## src/rtl/lsram_pkg.sv

```systemverilog
`timescale 1ns/1ps
package lsram_pkg;

    localparam int LANE_W = 9;
    localparam int LANES  = 4;
    localparam int WORD_W = LANE_W * LANES;

    typedef logic [WORD_W-1:0] word_t;
    typedef logic [LANES-1:0]  lane_mask_t;

    typedef enum logic [1:0] {
        OP_NONE  = 2'd0,
        OP_READ  = 2'd1,
        OP_WRITE = 2'd2
    } op_e;

    // Active-low controls to the operation accepted this edge
    function automatic op_e decode_op(logic sel_n, logic sleep_n, logic we_n);
        if (sel_n || !sleep_n) return OP_NONE;
        return we_n ? OP_READ : OP_WRITE;
    endfunction

    // Overlay the lanes of upd selected by m onto base
    function automatic word_t lane_merge(word_t base, word_t upd, lane_mask_t m);
        word_t r;
        r = base;
        for (int i = 0; i < LANES; i++) begin
            if (m[i]) r[i*LANE_W +: LANE_W] = upd[i*LANE_W +: LANE_W];
        end
        return r;
    endfunction

endpackage

```

## src/rtl/lsram_array.sv

```systemverilog
`timescale 1ns/1ps
module lsram_array
    import lsram_pkg::*;
#(
    parameter int DEPTH = 16,
    parameter int AW    = $clog2(DEPTH)
) (
    input  logic          clk,
    input  logic          wr_en,
    input  logic [AW-1:0] wr_addr,
    input  lane_mask_t    wr_mask,
    input  word_t         wr_data,
    input  logic [AW-1:0] rd_addr,
    output word_t         rd_data
);

    // One storage bank per lane so each lane is written independently
    for (genvar g = 0; g < LANES; g++) begin : g_lane
        logic [LANE_W-1:0] bank [DEPTH];

        always_ff @(posedge clk) begin
            if (wr_en && wr_mask[g]) begin
                bank[wr_addr] <= wr_data[g*LANE_W +: LANE_W];
            end
        end

        assign rd_data[g*LANE_W +: LANE_W] = bank[rd_addr];
    end

endmodule

```

## src/rtl/lsram_wbuf.sv

```systemverilog
`timescale 1ns/1ps
module lsram_wbuf
    import lsram_pkg::*;
#(
    parameter int AW = 4
) (
    input  logic          clk,
    input  logic          rst,
    input  logic          push,
    input  logic [AW-1:0] push_addr,
    input  lane_mask_t    push_mask,
    input  word_t         wdata,
    output logic          commit_en,
    output logic [AW-1:0] commit_addr,
    output lane_mask_t    commit_mask,
    output word_t         commit_data,
    input  logic [AW-1:0] look_addr,
    input  word_t         base_word,
    output word_t         fwd_word
);

    typedef struct packed {
        logic          valid;
        logic [AW-1:0] addr;
        lane_mask_t    mask;
        word_t         data;
    } entry_t;

    entry_t     e_new, e_old;
    logic       fill_pend;
    word_t      new_data_now;
    lane_mask_t hit_old, hit_new;

    // Data owed to the newest write lands on the edge after its push
    assign new_data_now = fill_pend ? wdata : e_new.data;

    always_ff @(posedge clk) begin
        if (rst) begin
            e_new     <= '0;
            e_old     <= '0;
            fill_pend <= 1'b0;
        end else begin
            fill_pend <= push;
            if (push) begin
                e_old <= '{valid: e_new.valid, addr: e_new.addr,
                           mask: e_new.mask, data: new_data_now};
                e_new <= '{valid: 1'b1, addr: push_addr,
                           mask: push_mask, data: '0};
            end else if (fill_pend) begin
                e_new.data <= wdata;
            end
        end
    end

    // Older entry drains to the array when a new write takes its slot
    assign commit_en   = push && e_old.valid;
    assign commit_addr = e_old.addr;
    assign commit_mask = e_old.mask;
    assign commit_data = e_old.data;

    // Forwarding: array, then older entry, then newer entry on top
    assign hit_old = (e_old.valid && e_old.addr == look_addr) ? e_old.mask : '0;
    assign hit_new = (e_new.valid && !fill_pend && e_new.addr == look_addr)
                     ? e_new.mask : '0;
    assign fwd_word = lane_merge(lane_merge(base_word, e_old.data, hit_old),
                                 e_new.data, hit_new);

    assert_commit_shift_R7: assert property (@(posedge clk) disable iff (rst)
        push |=> (e_old.valid == $past(e_new.valid) && e_old.addr == $past(e_new.addr)));

    assert_buf_hold_R7: assert property (@(posedge clk) disable iff (rst)
        !push |=> ($stable(e_old) && $stable(e_new.addr) && $stable(e_new.mask)));

    assert_fill_owner_R2: assert property (@(posedge clk) disable iff (rst)
        fill_pend |-> e_new.valid);

endmodule

```

## src/rtl/lsram_core.sv

```systemverilog
`timescale 1ns/1ps
module lsram_core
    import lsram_pkg::*;
#(
    parameter int DEPTH = 16,
    parameter int AW    = $clog2(DEPTH)
) (
    input  logic             clk,
    input  logic             rst,
    input  logic             sel_n,
    input  logic             sleep_n,
    input  logic             we_n,
    input  logic [LANES-1:0] bwe_n,
    input  logic [AW-1:0]    addr,
    input  logic [WORD_W-1:0] wdata,
    input  logic             oe_n,
    output logic [WORD_W-1:0] rdata,
    output logic             rdata_oe
);

    op_e           op;
    logic          rd_pend;
    logic [AW-1:0] rd_addr_q;
    word_t         dout_q;
    word_t         arr_word;
    word_t         fwd_word;
    logic          commit_en;
    logic [AW-1:0] commit_addr;
    lane_mask_t    commit_mask;
    word_t         commit_data;

    assign op = decode_op(sel_n, sleep_n, we_n);

    always_ff @(posedge clk) begin
        if (rst) begin
            rd_pend   <= 1'b0;
            rd_addr_q <= '0;
        end else begin
            rd_pend <= (op == OP_READ);
            if (op == OP_READ) rd_addr_q <= addr;
        end
    end

    lsram_wbuf #(.AW(AW)) u_wbuf (
        .clk         (clk),
        .rst         (rst),
        .push        (op == OP_WRITE),
        .push_addr   (addr),
        .push_mask   (~bwe_n),
        .wdata       (wdata),
        .commit_en   (commit_en),
        .commit_addr (commit_addr),
        .commit_mask (commit_mask),
        .commit_data (commit_data),
        .look_addr   (rd_addr_q),
        .base_word   (arr_word),
        .fwd_word    (fwd_word)
    );

    lsram_array #(.DEPTH(DEPTH), .AW(AW)) u_array (
        .clk     (clk),
        .wr_en   (commit_en),
        .wr_addr (commit_addr),
        .wr_mask (commit_mask),
        .wr_data (commit_data),
        .rd_addr (rd_addr_q),
        .rd_data (arr_word)
    );

    // Output register loads on the falling edge of the read cycle
    always_ff @(negedge clk) begin
        if (rst) begin
            dout_q <= '0;
        end else if (rd_pend) begin
            dout_q <= fwd_word;
        end
    end

    assign rdata_oe = ~oe_n;
    assign rdata    = oe_n ? '0 : dout_q;

    assert_sleep_block_R6: assert property (@(posedge clk) disable iff (rst)
        !sleep_n |=> !rd_pend);

    assert_deselect_idle_R1: assert property (@(posedge clk) disable iff (rst)
        sel_n |=> !rd_pend);

    assert_rdaddr_capture_R1: assert property (@(posedge clk) disable iff (rst)
        (!sel_n && sleep_n && we_n) |=> (rd_pend && rd_addr_q == $past(addr)));

    assert_out_hold_R4: assert property (@(negedge clk) disable iff (rst)
        !rd_pend |=> $stable(dout_q));

endmodule

```

## config.mk

```make
export PLATFORM = sky130hd
export DESIGN_NAME = lsram_core
export DESIGN_NICKNAME = d
export VERILOG_FILES = /design/src/rtl/lsram_pkg.sv /design/src/rtl/lsram_array.sv /design/src/rtl/lsram_wbuf.sv /design/src/rtl/lsram_core.sv
export SDC_FILE = /design/constraint.sdc
export NUM_CORES = 1
export LEC_CHECK = 0
export ABC_CLOCK_PERIOD_IN_PS = 2200
export BUFFER_PORTS_ARGS = -buffer_cell sky130_fd_sc_hd__buf_2
export CAP_MARGIN = 20
export CORE_UTILIZATION = 35
export CTS_CLUSTER_DIAMETER = 50
export DETAILED_ROUTE_END_ITERATION = 10
export SYNTH_ARGS = -nofsm -noshare
export SYNTH_HDL_FRONTEND = slang
export SYNTH_SLANG_ARGS = --single-unit
```

## constraint.sdc

```tcl
create_clock -name clk -period 2.2 [get_ports clk]
set_clock_uncertainty 0.05 [all_clocks]
set_input_delay 0.44 -clock clk [delete_from_list [all_inputs] [get_ports clk]]
set_output_delay 0.44 -clock clk [all_outputs]
set_load 0.05 [all_outputs]
```

==> PnR_summary.wiki <==
{| class="wikitable"
! Metric !! Value
|-
| Total vias in the final route || 16,775
|-
| Finish-stage setup viols || 72
|-
| Number of DRC markers after the initial detailed-route iteration || 1,219
|-
| Length of the first detailed-routing pass in iterations || 5
|-
| Dominant combinational cell family by area after synthesis || multiplexers
|-
| Core area || 0.0793 mm²
|-
| P&R area growth vs syn || 27.6%
|-
| Post-synth EDFFs || 576
|-
| Max-cap check violation count || 0
|-
| Vias in the first global route || 16,913
|-
| Worst-Margin Slew || 0.868 ns
|-
| Post-Synth Adder-Cell Area || 0
|-
| Type of destination of the critical path || flop
|-
| Synth async-reset ratio || 0
|-
| TritonCTS sink count || 712
|-
| Number of levels in the clock H-tree || 3
|-
| Post-DR vias/cell || 5.13
|-
| Initial cell density of the core || 0.355
|-
| P_leak || 11.8 nW
|-
| Largest net degree at the start of global routing || 37
|-
| Clock tree from TritonCTS || built
|-
| Switching share of power || 0.217
|-
| Synthesis warning total || 0
|-
| Residual antenna-violating net count after detailed routing || 0
|-
| Total CTS buffers || 68
|-
| Number of hold violations in the final report || 0
|-
| Clock insertion delay at the later pin of the skew report || 0.61 ns
|-
| Ratio of total power to cell area || 769 mW/mm²
|-
| Worst setup path class || flop to flop
|-
| Worst VDD drop || 0.770 mV
|-
| RePlAce Congestion || 0.808
|-
| Detailed placement HPWL || 47.7 mm
|-
| Netlist cell types || 51
|-
| Status || complete, but fails checks
|-
| Worst endpoint required time || 1.57 ns
|-
| Max Slew Vio Count || 0
|-
| Largest driver fanout on the critical path || 14
|-
| # rows || 103
|-
| Remaining max-slew budget at the tightest pin || 0.421
|-
| Net switching power of the design || 0.00600 W
|-
| Antenna violations before repair || 0
|-
| Gr usage total || 0.174
|-
| Synthesized netlist net count || 1,795
|-
| DRC violation count after routing || 0
|-
| Relative contribution of combinational cells to total power || 0.059
|-
| Simple-gate area share of the yosys netlist || 0.0584
|-
| Clock network fraction of total power || 0.409
|-
| Total congestion overflow || 0
|-
| Die span in y || 285 µm
|-
| Synthesized area per cell || 16.1 µm²
|-
| HP Class || primary input to flop
|-
| Sequential cell fraction of total power || 0.531
|-
| Most common flop cell mapped by yosys || edfxtp_1
|-
| Clock-pin slew on the worst setup and hold paths || 0.06 ns
|-
| Flop and latch count out of synthesis || 712
|-
| Routed wire length || 72.0 mm
|-
| Count of input and output buffers || 86
|-
| Worst Path Arrival || 2.51 ns
|-
| Synthesized-area fraction occupied by ao, oa, aoi and oai cells || 0.0758
|-
| Failing checks || negative setup slack
|-
| Synth Area in XOR/XNOR || 0.00249
|-
| Maximum clock insertion buffer count || 3
|-
| Total chip power || 0.0276 W
|-
| Root buffer selected by CTS || clkbuf_16
|-
| Routed met3 length || 4.47 mm
|-
| Unrepaired setup endpoints after global routing || true
|-
| Routed metal-1 wirelength || 31.3 mm
|-
| Multiplexer share of the synthesized area || 0.124
|-
| Core occupancy in the finished layout || 0.453
|-
| Routed met2 length || 34.1 mm
|-
| Final worst-path setup slack || -0.932 ns
|-
| I/O pin cnt || 87
|-
| Internal power || 0.0216 W
|-
| Die extent in x || 285 µm
|-
| Total standard cell area after synthesis || 0.0281 mm²
|-
| Sequential element share of the synthesized area || 0.712
|-
| Routed wire per std cell || 22.0 µm
|-
| Kind of start point of the critical path || flop
|-
| Die area || 0.0815 mm²
|-
| Layout cells sized above 1 || 0.352
|-
| Final net count || 2,212
|-
| First-pass GRT wire length || 106 mm
|-
| Uppermost layer routed || met4
|-
| Worst slack at placement || -1.18 ns
|-
| Number of instances in the synthesized netlist || 1,745
|}
## per-stage QoR
step | hold slack (ns) | std cells | instance area [µm²] | TNS [ns]
6_report | 0.0476 | 3269 | 35900 | -54.57
5_1_grt | 0.0526 | 3268 | 35900 | -58.99
4_1_cts | 0.0206 | 3236 | 35300 | -55.96
3_5_place_dp | 0.424 | 3050 | 32200 | -38.08
3_3_place_gp | 0.419 | 3050 | 32200 | -37.58
2_1_floorplan | 0.390 | 1745 | 28500 | -26.38
## layout by cell type (no fill, tap or decap), types with 19 or more instances in the layout
cell       count
o221a_2       25
a221oi_1      28
nor2b_4       38
nor2_1       220
dfxtp_1       92
clkbuf_16     74
a22oi_1       21
edfxtp_1     576
buf_6         38
a221oi_2      38
a211oi_1      58
nand2_1       35
buf_4        266
a21oi_1       19
mux2i_1      174
inv_1         68
mux4_2        72
dfxtp_2       40
o21ai_1       21
clkbuf_1      20
buf_2         48
buf_12        49
## worst max-delay path, cell delays in order (launching register included)
cell and delay, ns:
dfxtp_2 0.46, nor2b_4 0.08, buf_12 0.14, buf_6 0.16, a221oi_2 0.24, buf_4 0.18, nor3_1 0.05, o2111a_1 0.28
a2111oi_4 0.31
## power by group through the flow
stage	Combinational, W	Sequential, W	Clock, W
floorplan	0.000752	0.0150	0.000103
global placement	0.00142	0.0149	0.000103
detailed placement	0.00145	0.0149	0.000103
CTS	0.00156	0.0147	0.0115
global route	0.00175	0.0147	0.0121
finish	0.00164	0.0147	0.0113
## layer usage
metal | track usage | vias to the layer above
met4 | 0.0644 | 0
met5 | 0 | -
met3 | 0.0364 | 117
met1 | 0.233 | 8476
met2 | 0.279 | 501
li1 | - | 7681
## timing repair
action,CTS,global route
cloned,3,4
resized for setup,147,56
setup endpoints to repair,72,72
hold buffers,4,0
pin swaps,8,9
setup buffers,18,29
hold endpoints to repair,4,0
## layout make-up
| class | count | area (µm²) |
|---|---|---|
| diodes | 1 | 2.50 |
| clock buffers | 94 | 1870 |
| clock inverters | 68 | 347 |
| inverters | 29 | 109 |
| flip-flops and latches | 712 | 20100 |
| multi-input cells | 890 | 8070 |
| fillers | 6886 | 43400 |
| repair buffers | 425 | 4090 |
| well taps | 1050 | 1310 |
## cells in the mapped netlist (6+ instances only)
cell type | count | area [µm²]
nand4_1 | 7 | 43.8
nor2b_1 | 42 | 263
inv_1 | 30 | 113
a22oi_1 | 26 | 195
a21o_1 | 6 | 45.0
buf_2 | 14 | 70.1
nand3_1 | 16 | 80.1
o221a_2 | 25 | 282
mux4_2 | 72 | 1620
dfxtp_1 | 136 | 2720
buf_4 | 7 | 52.6
xor2_1 | 7 | 61.3
clkbuf_1 | 53 | 199
and3_1 | 8 | 50.1
nor3_1 | 9 | 45.0
mux2i_1 | 181 | 1810
o21a_1 | 10 | 75.1
a221oi_1 | 67 | 587
a21oi_1 | 23 | 115
nor2_1 | 220 | 826
nand2_1 | 35 | 131
a211oi_1 | 59 | 443
edfxtp_1 | 576 | 17300
buf_1 | 18 | 67.6
a221o_1 | 7 | 70.1
o21ai_1 | 15 | 75.1
o21ai_0 | 18 | 90.1
buf_6 | 15 | 169
## cell families after synthesis
group | after synthesis
multiplexers | 255
buffers and inverters | 143
AND/OR/NAND/NOR | 360
AO/OA/AOI/OAI | 267
XOR/XNOR | 8
flip-flops | 712
## registers in the layout, summed over array words and instances (netlist names), named ones only
signal,count
u_wbuf.commit_addr,4
u_array.g_lane.bank,576
u_wbuf.commit_data,36
u_wbuf.e_old,1
u_wbuf.commit_mask,4
dout_q,36
rd_addr_q,4
u_wbuf.e_new,45
rd_pend,1
u_wbuf.fill_pend,1
## path summary, 6_finish.rpt
path / endpoint / depth (start not counted) / slack, ns / from
worst max-delay path: dout_q[6]$_SDFFE_NP0P_ / 8 / -0.93 / flop
worst min-delay path: u_wbuf.e_new[43]$_SDFFE_PP0P_ / 3 / 0.05 / addr[3]
worst max register to register: dout_q[6]$_SDFFE_NP0P_ / 8 / -0.93 / flop
worst min register to register: u_wbuf.e_new[42]$_SDFFE_PP0P_ / 2 / 0.44 / u_wbuf.e_new[42]$_SDFFE_PP0P_
(Power assumes the default switching activity.)
